<file path="config.mk">
export PLATFORM = sky130hd
export DESIGN_NAME = asid_tlb
export DESIGN_NICKNAME = d
export VERILOG_FILES = /design/src/rtl/tlb_pkg.sv /design/src/rtl/tlb_cam_match.sv /design/src/rtl/tlb_victim_sel.sv /design/src/rtl/tlb_entry_store.sv /design/src/rtl/asid_tlb.sv
export SDC_FILE = /design/constraint.sdc
export NUM_CORES = 1
export LEC_CHECK = 0
export ABC_AREA = 1
export BUFFER_PORTS_ARGS = -buffer_cell sky130_fd_sc_hd__buf_4
export CAP_MARGIN = 40
export CORE_UTILIZATION = 45
export CTS_CLUSTER_DIAMETER = 60
export DETAILED_ROUTE_END_ITERATION = 6
export PLACE_DENSITY_LB_ADDON = 0.05
export SYNTH_ARGS = -nofsm -noshare
export SYNTH_HDL_FRONTEND = slang
export SYNTH_SLANG_ARGS = --single-unit
</file>
<file path="constraint.sdc">
create_clock -name clk -period 12 [get_ports clk]
set_input_delay 1.2 -clock clk [delete_from_list [all_inputs] [get_ports clk]]
set_output_delay 1.2 -clock clk [all_outputs]
set_load 0.02 [all_outputs]
</file>
<file path="src/rtl/tlb_pkg.sv">
package tlb_pkg;

    typedef enum logic [1:0] {
        OP_IDLE       = 2'd0,
        OP_FILL       = 2'd1,
        OP_FLUSH_ALL  = 2'd2,
        OP_FLUSH_ASID = 2'd3
    } tlb_op_e;

endpackage

</file>
<file path="src/rtl/tlb_cam_match.sv">
module tlb_cam_match #(
    parameter int ENTRIES = 8,
    parameter int VPN_W   = 20,
    parameter int ASID_W  = 8,
    localparam int IDX_W  = (ENTRIES > 1) ? $clog2(ENTRIES) : 1
) (
    input  logic [ENTRIES-1:0]             valid,
    input  logic [ENTRIES-1:0][VPN_W-1:0]  vpn_tags,
    input  logic [ENTRIES-1:0][ASID_W-1:0] asid_tags,
    input  logic [VPN_W-1:0]               q_vpn,
    input  logic [ASID_W-1:0]              q_asid,
    output logic                           hit,
    output logic [IDX_W-1:0]               hit_idx
);

    logic [ENTRIES-1:0] match_vec;

    generate
        for (genvar g = 0; g < ENTRIES; g++) begin : g_cmp
            assign match_vec[g] = valid[g]
                                  && (vpn_tags[g] == q_vpn)
                                  && (asid_tags[g] == q_asid);
        end
    endgenerate

    // Scan from the top so the lowest matching index is the last assignment.
    always_comb begin
        hit     = 1'b0;
        hit_idx = '0;
        for (int i = ENTRIES - 1; i >= 0; i--) begin
            if (match_vec[i]) begin
                hit     = 1'b1;
                hit_idx = IDX_W'(i);
            end
        end
    end

endmodule

</file>
<file path="src/rtl/tlb_victim_sel.sv">
module tlb_victim_sel #(
    parameter int ENTRIES = 8,
    localparam int IDX_W  = (ENTRIES > 1) ? $clog2(ENTRIES) : 1
) (
    input  logic               clk,
    input  logic               rst_n,
    input  logic [ENTRIES-1:0] valid,
    input  logic               fill_go,
    output logic [IDX_W-1:0]   victim_idx
);

    logic [IDX_W-1:0] rr_q;
    logic [IDX_W-1:0] free_idx;
    logic             free_found;
    logic             replace_go;

    always_comb begin
        free_found = 1'b0;
        free_idx   = '0;
        for (int i = ENTRIES - 1; i >= 0; i--) begin
            if (!valid[i]) begin
                free_found = 1'b1;
                free_idx   = IDX_W'(i);
            end
        end
    end

    assign victim_idx = free_found ? free_idx : rr_q;
    assign replace_go = fill_go && !free_found;

    always_ff @(posedge clk) begin
        if (!rst_n) begin
            rr_q <= '0;
        end else if (replace_go) begin
            if (rr_q == IDX_W'(ENTRIES - 1)) begin
                rr_q <= '0;
            end else begin
                rr_q <= rr_q + 1'b1;
            end
        end
    end

endmodule

</file>
<file path="src/rtl/tlb_entry_store.sv">
module tlb_entry_store
    import tlb_pkg::*;
#(
    parameter int ENTRIES = 8,
    parameter int VPN_W   = 20,
    parameter int ASID_W  = 8,
    parameter int PFN_W   = 20,
    localparam int IDX_W  = (ENTRIES > 1) ? $clog2(ENTRIES) : 1
) (
    input  logic                           clk,
    input  logic                           rst_n,
    input  tlb_op_e                        op,
    input  logic [IDX_W-1:0]               wr_idx,
    input  logic [VPN_W-1:0]               wr_vpn,
    input  logic [ASID_W-1:0]              wr_asid,
    input  logic [PFN_W-1:0]               wr_pfn,
    input  logic [ASID_W-1:0]              kill_asid,
    output logic [ENTRIES-1:0]             valid,
    output logic [ENTRIES-1:0][VPN_W-1:0]  vpn_tags,
    output logic [ENTRIES-1:0][ASID_W-1:0] asid_tags,
    output logic [ENTRIES-1:0][PFN_W-1:0]  pfn_data
);

    generate
        for (genvar g = 0; g < ENTRIES; g++) begin : g_ent
            logic sel;
            assign sel = (wr_idx == IDX_W'(g));

            always_ff @(posedge clk) begin
                if (!rst_n) begin
                    valid[g] <= 1'b0;
                end else begin
                    unique case (op)
                        OP_FLUSH_ALL:  valid[g] <= 1'b0;
                        OP_FLUSH_ASID: begin
                            if (asid_tags[g] == kill_asid) begin
                                valid[g] <= 1'b0;
                            end
                        end
                        OP_FILL: begin
                            if (sel) begin
                                valid[g] <= 1'b1;
                            end
                        end
                        OP_IDLE:       valid[g] <= valid[g];
                    endcase
                end
            end

            always_ff @(posedge clk) begin
                if ((op == OP_FILL) && sel) begin
                    vpn_tags[g]  <= wr_vpn;
                    asid_tags[g] <= wr_asid;
                    pfn_data[g]  <= wr_pfn;
                end
            end
        end
    endgenerate

endmodule

</file>
<file path="src/rtl/asid_tlb.sv">
module asid_tlb
    import tlb_pkg::*;
#(
    parameter int ENTRIES = 8,
    parameter int VPN_W   = 20,
    parameter int OFF_W   = 12,
    parameter int ASID_W  = 8,
    parameter int PFN_W   = 20
) (
    input  logic                    clk,
    input  logic                    rst_n,
    input  logic                    lk_req,
    input  logic [VPN_W+OFF_W-1:0]  lk_vaddr,
    input  logic [ASID_W-1:0]       lk_asid,
    output logic                    lk_hit,
    output logic                    lk_miss,
    output logic [PFN_W+OFF_W-1:0]  lk_paddr,
    input  logic                    fill_en,
    input  logic [VPN_W-1:0]        fill_vpn,
    input  logic [ASID_W-1:0]       fill_asid,
    input  logic [PFN_W-1:0]        fill_pfn,
    input  logic                    flush_all,
    input  logic                    flush_asid_en,
    input  logic [ASID_W-1:0]       flush_asid_id
);

    localparam int IDX_W = (ENTRIES > 1) ? $clog2(ENTRIES) : 1;

    tlb_op_e                         op_sel;
    logic [ENTRIES-1:0]              entry_valid;
    logic [ENTRIES-1:0][VPN_W-1:0]   vpn_tags;
    logic [ENTRIES-1:0][ASID_W-1:0]  asid_tags;
    logic [ENTRIES-1:0][PFN_W-1:0]   pfn_data;
    logic [IDX_W-1:0]                victim_idx;
    logic [IDX_W-1:0]                hit_idx;
    logic                            cam_hit;
    logic [VPN_W-1:0]                q_vpn;
    logic [OFF_W-1:0]                q_off;

    // Operation selector: one operation per edge, fixed priority.
    always_comb begin
        if (flush_all) begin
            op_sel = OP_FLUSH_ALL;
        end else if (flush_asid_en) begin
            op_sel = OP_FLUSH_ASID;
        end else if (fill_en) begin
            op_sel = OP_FILL;
        end else begin
            op_sel = OP_IDLE;
        end
    end

    assign q_vpn = lk_vaddr[VPN_W+OFF_W-1:OFF_W];
    assign q_off = lk_vaddr[OFF_W-1:0];

    tlb_entry_store #(
        .ENTRIES (ENTRIES),
        .VPN_W   (VPN_W),
        .ASID_W  (ASID_W),
        .PFN_W   (PFN_W)
    ) u_store (
        .clk       (clk),
        .rst_n     (rst_n),
        .op        (op_sel),
        .wr_idx    (victim_idx),
        .wr_vpn    (fill_vpn),
        .wr_asid   (fill_asid),
        .wr_pfn    (fill_pfn),
        .kill_asid (flush_asid_id),
        .valid     (entry_valid),
        .vpn_tags  (vpn_tags),
        .asid_tags (asid_tags),
        .pfn_data  (pfn_data)
    );

    tlb_victim_sel #(
        .ENTRIES (ENTRIES)
    ) u_victim (
        .clk        (clk),
        .rst_n      (rst_n),
        .valid      (entry_valid),
        .fill_go    (op_sel == OP_FILL),
        .victim_idx (victim_idx)
    );

    tlb_cam_match #(
        .ENTRIES (ENTRIES),
        .VPN_W   (VPN_W),
        .ASID_W  (ASID_W)
    ) u_match (
        .valid     (entry_valid),
        .vpn_tags  (vpn_tags),
        .asid_tags (asid_tags),
        .q_vpn     (q_vpn),
        .q_asid    (lk_asid),
        .hit       (cam_hit),
        .hit_idx   (hit_idx)
    );

    // Output process.
    always_comb begin
        lk_hit   = lk_req && cam_hit;
        lk_miss  = lk_req && !cam_hit;
        lk_paddr = '0;
        if (lk_hit) begin
            lk_paddr = {pfn_data[hit_idx], q_off};
        end
    end

endmodule

</file>
* After elaboration in Yosys (flattened, before gate mapping)
Index checks and enable logic that the tools add are counted.
** Word-level totals
- Bits in registers :: 395
- Input port bits :: 102
- Word-level logic and storage cells :: 190
** Cells by class
- $add $sub $neg :: 1
- Order comparisons :: 1
- Equality and inequality tests :: 51
- Muxes and demuxes :: 64
- Bitwise gates (word level) :: 1
- Reductions and logical operators :: 39
** Operators by type and width (number)
- $eq A20 B20 Y1 :: 8
- $eq A8 B8 Y1 :: 16
- $bmux W20 S3 :: 1
- $mux W3 :: 18
- $mux W1 :: 33
- $mux W32 :: 1
- $logic_and A1 B1 Y1 :: 27
- $pmux W1 S3 :: 8
- $reduce_and A3 Y1 :: 8
- $mux W20 :: 1
- $ne A2 B1 Y1 const B :: 8
- $ne A2 B2 Y1 const B :: 8
- $eq A3 B3 Y1 const B :: 5
- $eq A3 B2 Y1 const B :: 2
- $eq A2 B2 Y1 const B :: 2
- $lt A3 B4 Y1 const B :: 1
- $mux W2 :: 2
- $add A3 B1 Y3 const B :: 1
- $eq A3 B1 Y1 const B :: 1
- $logic_not A3 Y1 :: 1
- $eq A2 B1 Y1 const B :: 1
- $logic_not A1 Y1 :: 2
- $logic_not A2 Y1 :: 1
- $not A1 Y1 :: 1

* Longest topological paths before layout
- Depth in word-level cells :: 14
- Gate-level depth with buffers :: 23
- Gate-level depth less buffers :: 21

* Cells and area by module
A second synthesis with hierarchy kept.
** Second synthesis, totals
- Cells, all modules :: 2004
- Area, all modules :: 19055.8 µm²
** Modules (own cells, without submodules)
- tlb_entry_store :: instances 1, cells an instance 664, area an instance 13010.0 µm²
- tlb_cam_match :: instances 1, cells an instance 730, area an instance 3452.1 µm²
- asid_tlb :: instances 1, cells an instance 567, area an instance 2343.5 µm²
- tlb_victim_sel :: instances 1, cells an instance 43, area an instance 250.2 µm²

* Least setup slack after synthesis
OpenSTA, ideal clock, no wires.
- Path type :: input -> output
- From :: input lk_vaddr[27]
- To :: output lk_paddr[22]
- Arrival :: 3.054 ns
- Required time :: 10.800 ns
- Slack :: 7.746 ns
- Stages :: 15
- Buffers on the path :: 2
- Path through :: inv_1 > buf_2 > o21ai_1 > a221oi_1 > nand3_1 > nor2_1 > nand3_2 > nand2_1 > nor2_1 > nand2_1 > nand2_1 > inv_2 > buf_6 > nand2_1 > nor2_1
** RTL lines
- from (decl) :: RTL line asid_tlb.sv:13 : input logic [VPN_W+OFF_W-1:0] lk_vaddr,
- $eq A20 B20 Y1 :: RTL line tlb_cam_match.sv:21 : && (vpn_tags[g] == q_vpn)
- $logic_and A1 B1 Y1 :: RTL line tlb_cam_match.sv:21
- $logic_and A1 B1 Y1 :: RTL line tlb_cam_match.sv:22 : && (asid_tags[g] == q_asid);
- $mux W1 (7 in a row) :: RTL line tlb_cam_match.sv:31 : if (match_vec[i]) begin
- $mux W1 * :: RTL line tlb_cam_match.sv:31
- $logic_and A1 B1 Y1 * :: RTL line asid_tlb.sv:102 : lk_hit = lk_req && cam_hit;
- named net lk_hit :: RTL line asid_tlb.sv:15 : output logic lk_hit,
- $mux W32 * :: RTL line asid_tlb.sv:105 : if (lk_hit) begin
- to (decl) :: RTL line asid_tlb.sv:17 : output logic [PFN_W+OFF_W-1:0] lk_paddr,
The timed path passes the listed nets; every way through them passes the cells marked *. The select of a mux whose other input is x is not followed.

* Worst setup path in the final report
- From :: input lk_vaddr[27]
- To :: output lk_paddr[13]
** On the way
- Cells in the longest elaborated chain, start to end :: 14
** Ends and longest elaborated chain
- $eq A20 B20 Y1 :: RTL line tlb_cam_match.sv:21
- $logic_and A1 B1 Y1 :: RTL line tlb_cam_match.sv:21
- $logic_and A1 B1 Y1 :: RTL line tlb_cam_match.sv:22
- $mux W3 (8 in a row) :: RTL line tlb_cam_match.sv:31
- $bmux W20 S3 :: RTL line asid_tlb.sv:106 : lk_paddr = {pfn_data[hit_idx], q_off};
- $mux W20 (not written as such) :: RTL line asid_tlb.sv:106
- $mux W32 * :: RTL line asid_tlb.sv:105
Every way passes the cells marked *; elsewhere a longest branch is shown, timed or not. The select of a mux whose other input is x is not followed.

==> results.yml <==
outcome:
  status: "finished clean"
cts:
  postCtsSetupRepairBufs: 0
  cts_inserted_buffers: 46
  clockBufferDepth: 3
  tritoncts: "yes"
  cts.sinks: 395
  cts_max_level: 2
  root_buffer: "clkbuf_16"
  cts_resized: 0
  ctsHoldBuffers: 0
  clk_pin_slew_ns: 0.06
  clk_latency_ns: 0.59
timing:
  setup_viol: 0
  tns_ns: 0
  fmax_mhz: 162.2
  layout_setup_ws_ns: 5.833
  slew_violations: 0
  finClkSkew_ns: 0.02261
  rsz0062_at_grt: "false"
  worst_pin_slew_ns: 0.8924
  finalCritPeriodShare_pct: 51.39
  relSlewSlack_pct: 39.96
  finalHoldViolations: 0
  min_period_ns: 6.167
global_routing:
  grt_overflow: 0
  grt_pass1_vias: 13080
  antenna_found_initial: 2
  grt_usage_pct: 28.83
  grt_pass1_wl_um: 86510
  grt_max_degree: 76
place:
  dp_cells: 2480
  dp_slack_ns: 5.840
  place.gp.congestion: 0.9797
  numPortBuffers: 135
  dp.final_hpwl_um: 40620
routing:
  vias_per_cell: 5.417
  met1_length_um: 26720
  wl_per_cell_um: 23.35
  vias: 13900
  wl_met2_um: 26300
  drt_iter0_drc: 1491
  top_layer_used: "met4"
  drt-pass1-iter-count: 6
  ant_nets: 0
  wl_um: 59910
  drc: 0
  wl_met3_um: 5438
pwr:
  p_int_uw: 2338
  power.switching_uw: 699.0
  peakVddDrop_v: 0.00009616
  seqPwrFrac_pct: 50.1
  pwr_density_cell_nw_per_um2: 139.9
  power_uw: 3037
  p_clk_share_pct: 44.4
  switching_share_pct: 23.01
  combPwrFrac_pct: 5.4
  p_leak_uw: 0.008831
finish:
  final_common_cell: "nand2_1"
  drive_gt1_share_pct: 13.19
  final_cell_mix: "nand2_1 (464), edfxtp_1 (384), inv_1 (242)"
  stdcell_count: 2566
  fin_nets: 2100
  syn_to_final_growth_pct: 16.79
floorplan:
  die_y_um: 205.2
  core_um2: 40740
  io_pins: 136
  die_w_um: 205.2
  die_area_um2: 42120
  start_util_pct: 45.62
  fp-row-count: 74
worst_setup_path:
  rr_endpoint: "u_store.pfn_data[20]"
  reg2reg_depth: 7
  required_ns: 10.80
  rrSetupSlack_ns: 8.63
  r2r_start: "u_store.valid[4]"
  crit_path_end_kind: "output pin"
  critPathKind: "input port to output pin"
  crit_path_max_fanout: 75
  worstSetupStartpointType: "input port"
  arrival_ns: 4.97
yosys:
  synth_warnings: 0
  yosysSeqAreaShare_pct: 63.22
  synth_cell_type_count: 37
  synth-main-ff-cell: "edfxtp_1"
  async_reset_ff_share_pct: 0
  syn-num-nets: 1968
  netlist_instances: 1864
  syn_avg_cell_area_um2: 9.971
  synth-edff-count: 384
  syn-cell-area_um2: 18590
  ys_ff_latch: 395
min_path:
  hold_path_end: "u_victim.rr_q[0]"
  hold_class: "flip-flop to flip-flop"
  min-delay-start: "u_victim.rr_q[0]"
  whs_path_depth: 2
run:
  drv_cap: 0
## how the worst max path moves through the flow
stage / startpoint / endpoint / slack (ns)
after CTS: lk_vaddr[27] / lk_paddr[21] / 5.83
after detailed placement: lk_vaddr[27] / lk_paddr[21] / 5.84
after global routing: lk_vaddr[27] / lk_paddr[12] / 5.56
final: lk_vaddr[27] / lk_paddr[13] / 5.83
after global placement: lk_vaddr[27] / lk_paddr[20] / 5.60
after floorplan: lk_vaddr[27] / lk_paddr[22] / 7.75
## layer usage
metal,vias to the layer above,track usage (%)
met3,87,4.609
met5,-,0
met1,6691,42.87
met4,0,9.339
met2,662,42.97
li1,6461,-
## cell usage after synthesis, types with 3 or more instances
cell type	n	area (um2)
a221oi_1	3	26.28
o21ai_1	5	25.02
dfxtp_1	11	220.2
xor2_1	26	227.7
nand3b_1	21	157.7
or2_2	14	87.58
nand3_1	170	850.8
nor2_1	195	732.0
xnor2_1	69	604.3
inv_1	242	908.4
clkbuf_1	17	63.81
a211oi_1	7	52.55
nand2_1	464	1742
nor3_1	10	50.05
o41ai_1	7	61.31
a21oi_1	18	90.09
nor4_1	8	50.05
o21ai_0	45	225.2
a22o_1	5	43.79
o22ai_1	33	206.5
edfxtp_1	384	11530
buf_2	50	250.2
nand4_1	26	162.7
o2111ai_1	3	26.28
inv_2	16	60.06
## stage by stage
stage,area [um2],hold slack (ns),utilization [%]
floorplan,18590,0.4543,-
global placement,20090,0.4927,49.31
detailed placement,20270,0.5088,49.75
CTS,21700,0.5209,53.27
global route,21710,0.5475,53.28
finish,21710,0.5115,53.28
## state kept, by name (all words and copies together) (netlist names)
register           cells
u_store.pfn_data     160
u_store.vpn_tags     160
u_store.asid_tags     64
u_victim.rr_q          3
u_store.valid          8
## logic make-up after synthesis
| kind of cell | Yosys count | share of synthesized area [%] |
|---|---|---|
| compound gates | 131 | 4.275 |
| xor+xnor | 95 | 4.477 |
| fa+ha+maj | 2 | 0.1346 |
| buf+inv | 329 | 7.082 |
| flops | 395 | 63.22 |
| simple gates | 912 | 20.81 |
## power by group through the flow
stage / registers, uW / clock network (uW) / logic, uW
2_1_floorplan: 1550 / 0 / 74.7
3_3_place_gp: 1550 / 0 / 163
3_5_place_dp: 1550 / 0 / 163
4_1_cts: 1520 / 1360 / 164
5_1_grt: 1520 / 1410 / 176
6_report: 1520 / 1350 / 165
## worst max-delay path, stage by stage
cell	delay [ns]
buf_4	0.11
inv_1	0.39
o21ai_1	0.20
nor4_1	0.49
nand2_1	0.09
nor2_1	0.13
nand2_1	0.11
nand2_1	0.09
nand2_1	0.08
nand2_2	0.06
buf_4	0.56
nand2_4	0.36
buf_16	0.33
nand2_1	0.11
nand2_1	0.06
nor2_1	0.15
nor2_1	0.07
nor2_1	0.12
buf_4	0.16
## area by class of cell
cell class / instances / area (um2)
fill: 3673 / 19030
sequential: 395 / 11750
multi-input combinational: 1140 / 5597
timing repair buffer: 154 / 1281
clock buffer: 54 / 1202
inverter: 259 / 972.2
tap: 532 / 665.6
clock inverter: 30 / 232.7
antenna: 2 / 5.005
No activity file was read; power rests on OpenSTA's default activity.
